### src/rtl/hb_pkg.sv
package hb_pkg;

  typedef enum logic [1:0] {
    LEG_OFF = 2'b00,
    LEG_HI  = 2'b01,
    LEG_LO  = 2'b10
  } leg_e;

  typedef enum logic [1:0] {
    DK_SLOW  = 2'b00,
    DK_FAST  = 2'b01,
    DK_MIXED = 2'b10,
    DK_SLOW2 = 2'b11
  } decay_e;

  localparam int unsigned NUM_LEGS = 2;

endpackage

### src/rtl/hb_sync.sv
module hb_sync #(
  parameter int unsigned W      = 1,
  parameter int unsigned STAGES = 2
) (
  input  logic         clk,
  input  logic         rst_n,
  input  logic [W-1:0] d_i,
  output logic [W-1:0] q_o
);

  logic [W-1:0] stg_q [STAGES];

  always_ff @(posedge clk or negedge rst_n) begin
    if (!rst_n) stg_q[0] <= '0;
    else        stg_q[0] <= d_i;
  end

  for (genvar g = 1; g < STAGES; g++) begin : g_stage
    always_ff @(posedge clk or negedge rst_n) begin
      if (!rst_n) stg_q[g] <= '0;
      else        stg_q[g] <= stg_q[g-1];
    end
  end

  assign q_o = stg_q[STAGES-1];

endmodule

### src/rtl/hb_offtimer.sv
module hb_offtimer #(
  parameter int unsigned OFF_TICKS = 96,
  parameter int unsigned CNT_W     = $clog2(OFF_TICKS)
) (
  input  logic             clk,
  input  logic             rst_n,
  input  logic             trip_i,
  input  logic             tick_i,
  output logic             src_en_o,
  output logic             fast_win_o,
  output logic [CNT_W-1:0] cnt_o
);

  localparam logic [CNT_W-1:0] LAST_CNT = CNT_W'(OFF_TICKS - 1);
  localparam logic [CNT_W-1:0] MIX_CNT  = CNT_W'(OFF_TICKS / 4);

  logic             src_en_q, src_en_d;
  logic [CNT_W-1:0] cnt_q, cnt_d;
  logic             cnt_ce;

  // Counter advances only on an oscillator tick while the latch is clear.
  assign cnt_ce = !src_en_q && tick_i;

  always_comb begin
    src_en_d = src_en_q;
    cnt_d    = cnt_q;
    if (src_en_q) begin
      if (trip_i) begin
        src_en_d = 1'b0;
        cnt_d    = '0;
      end
    end else if (cnt_ce) begin
      if (cnt_q == LAST_CNT) begin
        src_en_d = 1'b1;
        cnt_d    = '0;
      end else begin
        cnt_d = cnt_q + 1'b1;
      end
    end
  end

  always_ff @(posedge clk or negedge rst_n) begin
    if (!rst_n) begin
      src_en_q <= 1'b1;
      cnt_q    <= '0;
    end else begin
      src_en_q <= src_en_d;
      cnt_q    <= cnt_d;
    end
  end

  assign src_en_o   = src_en_q;
  assign fast_win_o = (cnt_q < MIX_CNT);
  assign cnt_o      = cnt_q;

endmodule

### src/rtl/hb_leg.sv
module hb_leg
  import hb_pkg::*;
(
  input  logic clk,
  input  logic rst_n,
  input  leg_e tgt_i,
  output logic hi_o,
  output logic lo_o
);

  leg_e cur_q, cur_d;

  // A swap between the two switches passes through OFF for one clock.
  always_comb begin
    if (cur_q != LEG_OFF && tgt_i != cur_q) cur_d = LEG_OFF;
    else                                    cur_d = tgt_i;
  end

  always_ff @(posedge clk or negedge rst_n) begin
    if (!rst_n) cur_q <= LEG_OFF;
    else        cur_q <= cur_d;
  end

  assign hi_o = (cur_q == LEG_HI);
  assign lo_o = (cur_q == LEG_LO);

endmodule

### src/rtl/hb_chopper_ctrl.sv
module hb_chopper_ctrl
  import hb_pkg::*;
#(
  parameter int unsigned SYNC_STAGES = 2,
  parameter int unsigned OFF_TICKS   = 96,
  parameter int unsigned CNT_W       = $clog2(OFF_TICKS)
) (
  input  logic       clk,
  input  logic       rst_n,
  input  logic       dir_i,
  input  logic       pwm_i,
  input  logic       ext_slow_i,
  input  logic       trip_i,
  input  logic       osc_tick_i,
  input  logic [1:0] decay_sel_i,
  input  logic       vreg_fault_i,
  input  logic       pump_fault_i,
  output logic       hi_a_o,
  output logic       lo_a_o,
  output logic       hi_b_o,
  output logic       lo_b_o
);

  localparam int unsigned IN_W = 9;

  logic [IN_W-1:0]  raw_in, syn_in;
  logic             dir_s, pwm_s, ext_slow_s, trip_s, tick_s;
  logic             reg_fault_s, cp_fault_s;
  decay_e           decay_s;
  logic             src_en, fast_win;
  logic [CNT_W-1:0] off_cnt;
  logic             use_fast, int_fast;
  leg_e             sel_leg [NUM_LEGS];
  leg_e             opp_leg [NUM_LEGS];
  leg_e             tgt_leg [NUM_LEGS];
  logic [NUM_LEGS-1:0] hi_v, lo_v;

  assign raw_in = {dir_i, pwm_i, ext_slow_i, trip_i, osc_tick_i,
                   decay_sel_i, vreg_fault_i, pump_fault_i};

  hb_sync #(.W(IN_W), .STAGES(SYNC_STAGES)) u_sync (
    .clk   (clk),
    .rst_n (rst_n),
    .d_i   (raw_in),
    .q_o   (syn_in)
  );

  assign dir_s       = syn_in[8];
  assign pwm_s       = syn_in[7];
  assign ext_slow_s  = syn_in[6];
  assign trip_s      = syn_in[5];
  assign tick_s      = syn_in[4];
  assign decay_s     = decay_e'(syn_in[3:2]);
  assign reg_fault_s = syn_in[1];
  assign cp_fault_s  = syn_in[0];

  hb_offtimer #(.OFF_TICKS(OFF_TICKS), .CNT_W(CNT_W)) u_timer (
    .clk        (clk),
    .rst_n      (rst_n),
    .trip_i     (trip_s),
    .tick_i     (tick_s),
    .src_en_o   (src_en),
    .fast_win_o (fast_win),
    .cnt_o      (off_cnt)
  );

  // Internal chop recirculation path.
  always_comb begin
    case (decay_s)
      DK_FAST:  int_fast = 1'b1;
      DK_MIXED: int_fast = fast_win;
      default:  int_fast = 1'b0;
    endcase
  end

  // Per-leg target state: index 0 is leg A, index 1 is leg B.
  always_comb begin
    sel_leg[0] = dir_s ? LEG_HI : LEG_LO;
    sel_leg[1] = dir_s ? LEG_LO : LEG_HI;
    opp_leg[0] = dir_s ? LEG_LO : LEG_HI;
    opp_leg[1] = dir_s ? LEG_HI : LEG_LO;
    use_fast   = pwm_s ? int_fast : !ext_slow_s;
    for (int i = 0; i < NUM_LEGS; i++) begin
      if (pwm_s && src_en)  tgt_leg[i] = sel_leg[i];
      else if (use_fast)    tgt_leg[i] = opp_leg[i];
      else                  tgt_leg[i] = LEG_LO;
      if (cp_fault_s && tgt_leg[i] == LEG_HI) tgt_leg[i] = LEG_OFF;
      if (reg_fault_s)                        tgt_leg[i] = LEG_OFF;
    end
  end

  for (genvar g = 0; g < NUM_LEGS; g++) begin : g_leg
    hb_leg u_leg (
      .clk   (clk),
      .rst_n (rst_n),
      .tgt_i (tgt_leg[g]),
      .hi_o  (hi_v[g]),
      .lo_o  (lo_v[g])
    );
  end

  assign hi_a_o = hi_v[0];
  assign lo_a_o = lo_v[0];
  assign hi_b_o = hi_v[1];
  assign lo_b_o = lo_v[1];

endmodule

### config.mk
export PLATFORM = sky130hd
export DESIGN_NAME = hb_chopper_ctrl
export DESIGN_NICKNAME = d
export VERILOG_FILES = /design/src/rtl/hb_pkg.sv /design/src/rtl/hb_sync.sv /design/src/rtl/hb_offtimer.sv /design/src/rtl/hb_leg.sv /design/src/rtl/hb_chopper_ctrl.sv
export SDC_FILE = /design/constraint.sdc
export NUM_CORES = 1
export LEC_CHECK = 0
export ABC_AREA = 1
export ABC_CLOCK_PERIOD_IN_PS = 1700
export CAP_MARGIN = 40
export CORE_ASPECT_RATIO = 1.1
export CORE_MARGIN = 1.5
export CORE_UTILIZATION = 59
export CTS_CLUSTER_DIAMETER = 100
export DETAILED_ROUTE_END_ITERATION = 10
export DONT_BUFFER_PORTS = 1
export PLACE_DENSITY = 0.75
export SLEW_MARGIN = 20
export SYNTH_ARGS = -nofsm -noshare
export SYNTH_HDL_FRONTEND = slang
export SYNTH_SLANG_ARGS = --single-unit
### constraint.sdc
create_clock -name clk -period 1.7 [get_ports clk]
set_clock_uncertainty 0.15 [all_clocks]
set_input_delay 0.425 -clock clk [delete_from_list [all_inputs] [get_ports clk]]
set_output_delay 0.425 -clock clk [all_outputs]
set_load 0.005 [all_outputs]
## After elaboration in Yosys (flattened, before gate mapping)

Index checks and enable logic that the tools add are counted.

| storage, ports and cells | value |
|---|---|
| input port bits | 11 |
| output and inout port bits | 4 |
| flip-flop bits (word level) | 30 |
| word-level logic and storage cells | 54 |

| cells by class | value |
|---|---|
| equality and inequality tests | 12 |
| reduce and logical (&&, ||, !) cells | 12 |
| $lt $le $gt $ge | 1 |
| add/sub/neg operators | 1 |
| mux-type cells | 22 |

Operators by type and width:

| kind | number |
|---|---|
| two-way mux 7 bit | 4 |
| two-way mux 2 bit | 12 |
| equality test 2 x 1 -> 1 bit, second input constant | 5 |
| adder 7 x 1 -> 7 bit, second input constant | 1 |
| equality test 7 bit, second input constant | 1 |
| < comparator 7 x 5 -> 1 bit, second input constant | 1 |
| equality test 2 bit, second input constant | 3 |
| logical AND 1 bit | 6 |
| nonzero test 2 bit | 3 |
| two-way mux 1 bit | 5 |
| inequality test 2 bit | 2 |
| logical NOT 1 bit | 2 |
| inequality test 2 bit, second input constant | 1 |
| case mux 1 bit (2 select lines) | 1 |
| AND reduction 2 bit | 1 |

## Longest topological paths before layout

Gate-level depths: netlist of run 1.

| depth | value |
|---|---|
| word-level depth | 12 |
| depth in mapped cells | 8 |
| depth with buffers taken out | 8 |

## Cells and area by module

From an unflattened synthesis of run 1, not the netlist that was laid out.

| second synthesis, totals | value |
|---|---|
| cell total of the unflattened synthesis | 146 |
| area total of the unflattened synthesis | 1303.8 um^2 |

By module, submodules not included:

| module | cells an instance | sequential area each (um^2) | times used | area each (um^2) |
|---|---|---|---|---|
| hb_sync | 27 | 450.4 | 1 | 518.0 |
| hb_offtimer | 61 | 201.4 | 1 | 445.4 |
| hb_leg | 17 | 50.0 | 2 | 106.4 |
| hb_chopper_ctrl | 24 | 0.0 | 1 | 127.6 |

## Least setup slack after synthesis of run 1

No wires, ideal clock.

| timing path | value |
|---|---|
| path kind | register to register |
| start point | register u_timer.cnt_q[0], in the netlist u_timer.cnt_o[0] |
| end point | register u_timer.cnt_q[0], in the netlist u_timer.cnt_o[0] |
| stages on the path, launching flop included | 7 |
| required time | 1.424 ns |
| path buffers | 0 |
| setup slack | 0.403 ns |
| library setup time | 0.126 ns |
| period minus slack after synthesis | 1.297 ns |
| arrival | 1.022 ns |
| cell sequence | dfrtp_1 -> ha_1 -> nand2_1 -> nor2_4 -> nand3_2 -> a21oi_2 -> a21oi_1 |

| between the ends | value |
|---|---|
| word-level cells in the longest chain between the ends | 4 |
| elaborated cells between the ends (all ways) | 5 |
| classes of those cells | 1 x add/sub; 1 x eq/ne; 3 x mux |

RTL lines:

| what | line | text |
|---|---|---|
| start: declaration | hb_offtimer.sv:18 | `logic [CNT_W-1:0] cnt_q, cnt_d;` |
| start signal: assignment | hb_offtimer.sv:48 | `cnt_q <= cnt_d;` |
| adder 7 x 1 -> 7 bit / equality test 7 bit (equally long branches) | hb_offtimer.sv:37, hb_offtimer.sv:33 |  |
| two-way mux 7 bit (*) | hb_offtimer.sv:33 | `if (cnt_q == LAST_CNT) begin` |
| two-way mux 7 bit (*) | hb_offtimer.sv:32 | `end else if (cnt_ce) begin` |
| two-way mux 7 bit (*) | hb_offtimer.sv:27 | `if (src_en_q) begin` |

Mark *: on every way between the ends. The rest lies on a longest branch, timed or not. The select of a mux whose other input is x is not followed.
A chain may end at the register's enable or synchronous reset.

## Worst setup path after layout of run 1

Same ends and word-level chain as after synthesis.

==> impl_results.md, run 1 <==
* Core Area at approximately 1800 um^2
* Tcrit/Tclk final at a little over four fifths
* Post-layout util at about three quarters
* Async S/R FF share, synth at 100%
* Post-Syn Area at 1160 um^2
* Post-synthesis net count at roughly 130
* Sw Ratio at ~27%
* Drt wl/cell at about 11 um
* Area after DPL at ~1200 um^2
* Slew @ Worst Pin at ~210 ps
* Die ar. at between 2000 and 2500 um^2
* CP Buf/Inv Count at 0
* Number of flops mapped to enable cells by yosys at 0
* Register area share after synthesis at between 60% and 70%
* Placed insts at between 100 and 150
* VDD IR max at a little under 0.7 mV
* Drt first pass iters at 4
* Slew Limit Fails at 0
* CP Max Fanout at 4
* Crit Path Category: reg2reg
* I/O Buffers at 0
* Final Non-Filler Cells at around 160
* Combinational power share at between 10% and 20%
* CTS H-tree depth at 2
* Io pins at 15
* Vias in the first global route at about 770
* Clk pin slew, worst setup/hold paths at 90 ps
* Cell Int Power at ~1.1 mW
* Clock Sinks at 30
* Die width at 45.3 um
* Area Overhead vs Synth at 18.4%
* Global route overflow at 0
* HP Class: reg2reg
* Clk_lat worst skew at roughly 310 ps
* Final count of hold timing violations at 0
* Synthesis warning total at 0
* Avg Inst Size Synth at between 10 and 15 um^2
* CTS Buf Count at 5
* Req. time, crit path at approximately 1800 ps
* Share of cells above drive strength 1 at between 10% and 20%
* FMAX at about 690 MHz
* Net switching power figure at 406 uW
* First-pass GRT wire length at 3.04 mm
* Clock power frac at between 20 and 30%
* DR DRC count at 0
* Initial cell density of the core at between 60 and 70%
* Synthesized flop and latch total at 30
* Hold Slack at 201 ps
* CP max stage delay at ~400 ps
* Pin count of the biggest net entering global routing at 31
* Vias per inst at approximately 5.0
* # Max-Cap Violations at 0
* Crit path capture type: flip-flop
* Final WL at 1.80 mm
* # setup viols final at 0
* Root buf cell: clkbuf_4
* Cell area after layout at 1380 um^2
* Pwr dens at between 1000 and 1500 nW/um^2
* Prevailing post-synth register cell: dfrtp_1
* Sequential share of power at roughly 58%
* Cells after Synth at approximately 110
* Post-CTS setup buffer count at 0
* Vias at 785
* DP Wirelength at between 1 and 1.5 mm
* Distinct cells, synth at 20
* Violation count after the first detailed-route iteration at 19
* Initial antenna violation count at 0
* CP Launch Type: flip-flop
* CTS tree: built
* GPL Wtd Cong at slightly below 0.9
* Post-layout min period at around 1400 ps
* Fin nets at between 100 and 150
* CP max-delay cell: dfrtp_1
* Synth top area share at just over 60%
* Critical-path cell list: ha_1, nand2_1, nor2_4, nand3_2, a21oi_2, a21oi_1
* Final TNS setup at 0 ps
* Synth top area cells: dfrtp_1, nand2_1, inv_1
* Detail Route Antenna Nets at 0
* Worst path arrival time at between 1000 and 1500 ps
* Status: completed
* Most numerous cell in the Yosys netlist: dfrtp_1
* Clock Path Buffers at 2
* Synth cell count leaders: dfrtp_1, nand2_1, inv_1, nor2_1, nand3_1
* Static leakage at roughly 0.67 nW
* Area leader, netlist: dfrtp_1
* Rows at 16
* Antenna Cells at 0
* Total Routing Usage GR at between 10% and 20%
* Critical path's top delay family: flip-flops
* RSZ-0062 raised after global routing: no
* Slew headroom at a little under nine tenths
* Die height at slightly below 50 um
registers in the layout (all words and copies together), names as in the netlist:
name / cells
g_leg.u_leg.cur_q: 4
u_sync.q_o: 9
u_sync.stg_q: 9
u_timer.cnt_o: 7
u_timer.src_en_o: 1
power by group through the flow:
stage               combinational [mW]  sequential (mW)  clock [mW]
detailed placement               0.183            0.880           0
global route                     0.252            0.878       0.459
global placement                 0.180            0.872           0
CTS                              0.222            0.864       0.432
floorplan                        0.158            0.861           0
finish                           0.220            0.865       0.413
per-layer routing:
layer	routed length, um	part of all wire [%]	GRT usage (%)
met1	732	41	21.5
met2	937	52	32.6
met3	91	5.0	7.33
met4	42	2.3	9.80
met5	0	0	0
layout make-up:
type | instances | area (um^2)
Sequential cell | 30 | 752
Fill cell | 114 | 444
Multi-Input combinational cell | 65 | 348
Timing Repair Buffer | 11 | 120
Inverter | 17 | 63.8
Clock buffer | 7 | 55.1
Tap cell | 27 | 33.8
Clock inverter | 1 | 5.00
through the flow:
step / worst slack (ps) / power, mW
floorplan: 403 / 1.02
finish: 260 / 1.50
CTS: 253 / 1.52
detailed placement: 291 / 1.06
global route: 170 / 1.59
global placement: 342 / 1.05
logic make-up after synthesis:
group	Yosys count	synth area share (%)
and+or+nand+nor	49	19.6
DFF	30	64.6
buffers and inverters	17	5.48
AOI/OAI and AO/OA	12	6.34
adders and majority gates	3	3.23
xor gates and xnor gates	1	0.753
path summary, 6_finish.rpt:
kind	from	end	slack [ps]	cells after the start
max	u_timer.cnt_o[0]	u_timer.cnt_o[0]	260	6
min	u_sync.stg_q[13]	u_sync.q_o[4]	200	0
max reg2reg	u_timer.cnt_o[0]	u_timer.cnt_o[0]	260	6
min reg2reg	u_sync.stg_q[13]	u_sync.q_o[4]	200	0
max in group asynchronous	rst_n	u_timer.src_en_o	760	2
min in group asynchronous	rst_n	u_timer.cnt_o[5]	400	2
layout by cell type, fill, tap and decap left out:
cell type / count
xor2_1: 1
o21ai_1: 3
nor2_4: 1
clkbuf_8: 1
inv_2: 3
nand3_2: 3
o21ai_0: 1
nand2_1: 24
nand4_1: 1
or2_2: 1
ha_1: 3
a21oi_1: 3
clkbuf_1: 1
o22ai_1: 2
nor2_1: 12
dfrtp_1: 29
nand2_2: 3
clkinv_2: 1
nand3_1: 4
clkbuf_4: 5
buf_12: 1
dlygate4sd3_1: 10
inv_1: 14
dfstp_2: 1
a21oi_2: 2
a22o_1: 1
repair_timing:
item / CTS / global route
hold buffers: 11 / 0
endpoints found under the hold margin: 39 / 0
resized for setup: 0 / 0
(Power assumes the default switching activity.)
==> run 2: changes to the inputs <==
- ABC_AREA: 1 -> 0
- ABC_CLOCK_PERIOD_IN_PS: 1700 -> 1450
- clock period: 1.7 -> 1.45 ns (I/O delays scaled with it)
==> impl_results.md, run 2 <==
* Area leader, netlist: dfrtp_1
* R2r setup slk at -30 ps
* Post-layout util at 87.0%
* Post-route worst setup slack at -29.8 ps
* Vias at 882
* Clk pin slew, worst setup/hold paths at around 90 ps
* Root buf cell: clkbuf_4
* Clock Sinks at 30
* Static leakage at around 0.66 nW
* Slew Limit Fails at 0
* VDD IR max at between 1 and 1.5 mV
* Initial cell density of the core at about two thirds
* Total Routing Usage GR at roughly a quarter
* Clk_lat worst skew at roughly 330 ps
* Rows at 16
* Antenna Cells at 0
* Final WL at roughly 2.4 mm
* DP Wirelength at 1.25 mm
* Fin nets at approximately 140
* Io pins at 15
* FMAX at a little under 700 MHz
* Cells after Synth at 99
* RSZ-0062 raised after global routing: yes
* Number of flops mapped to enable cells by yosys at 0
* Tcrit/Tclk final at 102%
* Synthesis warning total at 0
* Initial antenna violation count at 0
* Failing checks: negative setup slack
* First-pass GRT wire length at 3.95 mm
* Die height at roughly 50 um
* I/O Buffers at 0
* Met3 Use GR at slightly above 7%
* Drt first pass iters at 4
* CTS tree: built
* Register area share after synthesis at 63.0%
* Req. time, crit path at 1520 ps
* Avg Inst Size Synth at ~12 um^2
* Violation count after the first detailed-route iteration at 22
* Die ar. at ~2300 um^2
* DR DRC count at 0
* CP max-delay cell: dfrtp_1
* Slew @ Worst Pin at 345 ps
* Gr busiest metal: met2
* Worst path arrival time at around 1600 ps
* GPL Wtd Cong at about 0.79
* CTS Buf Count at 5
* CP Max Fanout at 2
* Synth top area cells: dfrtp_1, nor2b_1, ha_1
* Die width at about 46 um
* # Max-Cap Violations at 0
* Most numerous cell in the Yosys netlist: dfrtp_1
* Post-Syn Area at ~1200 um^2
* CP max stage delay at roughly 400 ps
* HP Class: reg2reg
* Vias in the first global route at 900
* Most frequent cells in the layout: dfrtp_1, dlygate4sd3_1, nand2_1, buf_4, clkbuf_4
* Pwr dens at 1320 nW/um^2
* Critical-path cell list: inv_2, ha_4, nor4bb_4, a311oi_2, o21a_1
* CP Launch Type: flip-flop
* Clock Path Buffers at 2
* CTS H-tree depth at 2
* Reg-to-Reg End: g_leg[1].u_leg.cur_q[1]
* Global route overflow at 0
* Hold endpoint: u_sync.q_o[1]
* Pin count of the biggest net entering global routing at 31
* Prevailing post-synth register cell: dfrtp_1
* Distinct cells, synth at 34
* Crit Path Category: reg2reg
* Core Area at between 1500 and 2000 um^2
* Detail Route Antenna Nets at 0
* Final count of hold timing violations at 0
* Fillcell total at 86
* Met2 Use GR at 36.8%
* Reg2reg start: u_sync.q_o[2]
* Drt wl/cell at 16.2 um
* Share of cells above drive strength 1 at around a third
* Synthesized flop and latch total at 30
* M1 GR Usage at 30.3%
* Hold_sp: u_sync.stg_q[10]
* Min-Delay Path Depth at 0
* Synth top area share at between 60% and 70%
* Most common cell after layout, fill and taps aside: dfrtp_1
* Async S/R FF share, synth at 100%
* # setup viols final at 3
* Status: complete, but fails checks
* Slew headroom at approximately 77%
* Area Overhead vs Synth at 34.2%
* Post-synthesis net count at roughly 110
* Synth cell count leaders: dfrtp_1, nand2_1, nor2b_1, nor2_1
* Hold Slack at ~200 ps
* Post-layout min period at 1480 ps
* Crit path capture type: flip-flop
* R2R depth at 5
* Vias per inst at between 5 and 6
==> run 2: layout make-up <==
| type | count | area, um^2 | share of cell area [%] |
|---|---|---|---|
| sequential | 30 | 753 | 47.0 |
| inverter | 4 | 15.0 | 0.937 |
| multi-input combinational | 63 | 556 | 34.7 |
| tap | 27 | 33.8 | 2.11 |
| timing repair buffer | 19 | 184 | 11.5 |
| clock inverter | 1 | 5.00 | 0.312 |
| clock buffer | 7 | 55.1 | 3.44 |
==> run 2: repair_timing <==
action / 4_1_cts / 5_1_grt
hold buffers: 11 / 0
pin swaps: 8 / 6
setup endpoints to repair: 4 / 10
hold endpoints to repair: 39 / 0
gates resized for setup: 8 / 21
buffers inserted: 2 / 0
==> run 2: logic make-up (layout without fill, tap and decap cells) <==
kind of cell / count (synthesis) / in the layout / synth area share (%)
compound gates: 19 / 19 / 11.4
xor+xnor: 2 / 2 / 1.47
fa+ha+maj: 3 / 3 / 3.14
buf+inv: 6 / 31 / 2.10
flops: 30 / 30 / 63.0
mux: 1 / 1 / 0.839
simple gates: 38 / 38 / 18.0
==> run 2: how the worst max path moves through the flow <==
stage | from | endpoint | slack [ps] | depth (start not counted)
6_report | u_sync.q_o[2] | g_leg[1].u_leg.cur_q[1] | -30 | 5
5_1_grt | u_sync.q_o[2] | g_leg[0].u_leg.cur_q[1] | -100 | 5
3_3_place_gp | u_sync.q_o[2] | g_leg[0].u_leg.cur_q[0] | -60 | 5
3_5_place_dp | u_sync.q_o[2] | g_leg[0].u_leg.cur_q[1] | -100 | 5
2_1_floorplan | u_sync.q_o[2] | g_leg[0].u_leg.cur_q[1] | -2 | 5
4_1_cts | u_sync.q_o[2] | g_leg[1].u_leg.cur_q[1] | -50 | 5
==> run 2: power by group <==
part | total, mW | internal [mW] | switching, mW
Clock | 0.507 | 0.234 | 0.272
Combinational | 0.513 | 0.261 | 0.252
Sequential | 1.10 | 0.948 | 0.148
==> run 2: worst max-delay path, delay by kind of cell (launching register included) <==
family	cells	cell delay, ps
DFF	1	400
buffers and inverters	1	80
and+or+nand+nor	1	270
AOI/OAI and AO/OA	2	270
adders and majority gates	1	210
==> run 2: per-stage QoR <==
| stage | std cells | cell area, um^2 | power (mW) | setup WS (ps) | setup TNS [ps] |
|---|---|---|---|---|---|
| after floorplan | 99 | 1200 | 1.32 | -2.04 | -2.04 |
| after global placement | 130 | 1270 | 1.43 | -58.0 | -198 |
| after detailed placement | 130 | 1270 | 1.45 | -98.1 | -351 |
| after CTS | 151 | 1510 | 2.05 | -52.2 | -105 |
| after global routing | 151 | 1600 | 2.23 | -98.9 | -486 |
| final | 151 | 1600 | 2.12 | -29.8 | -74.7 |
==> run 2: routing by layer <==
layer	share of wire, %	up-vias	wire [um]
li1	-	409	-
met2	53	33	1300
met5	0	-	0
met1	38	430	936
met4	3.8	0	94
met3	4.9	10	121
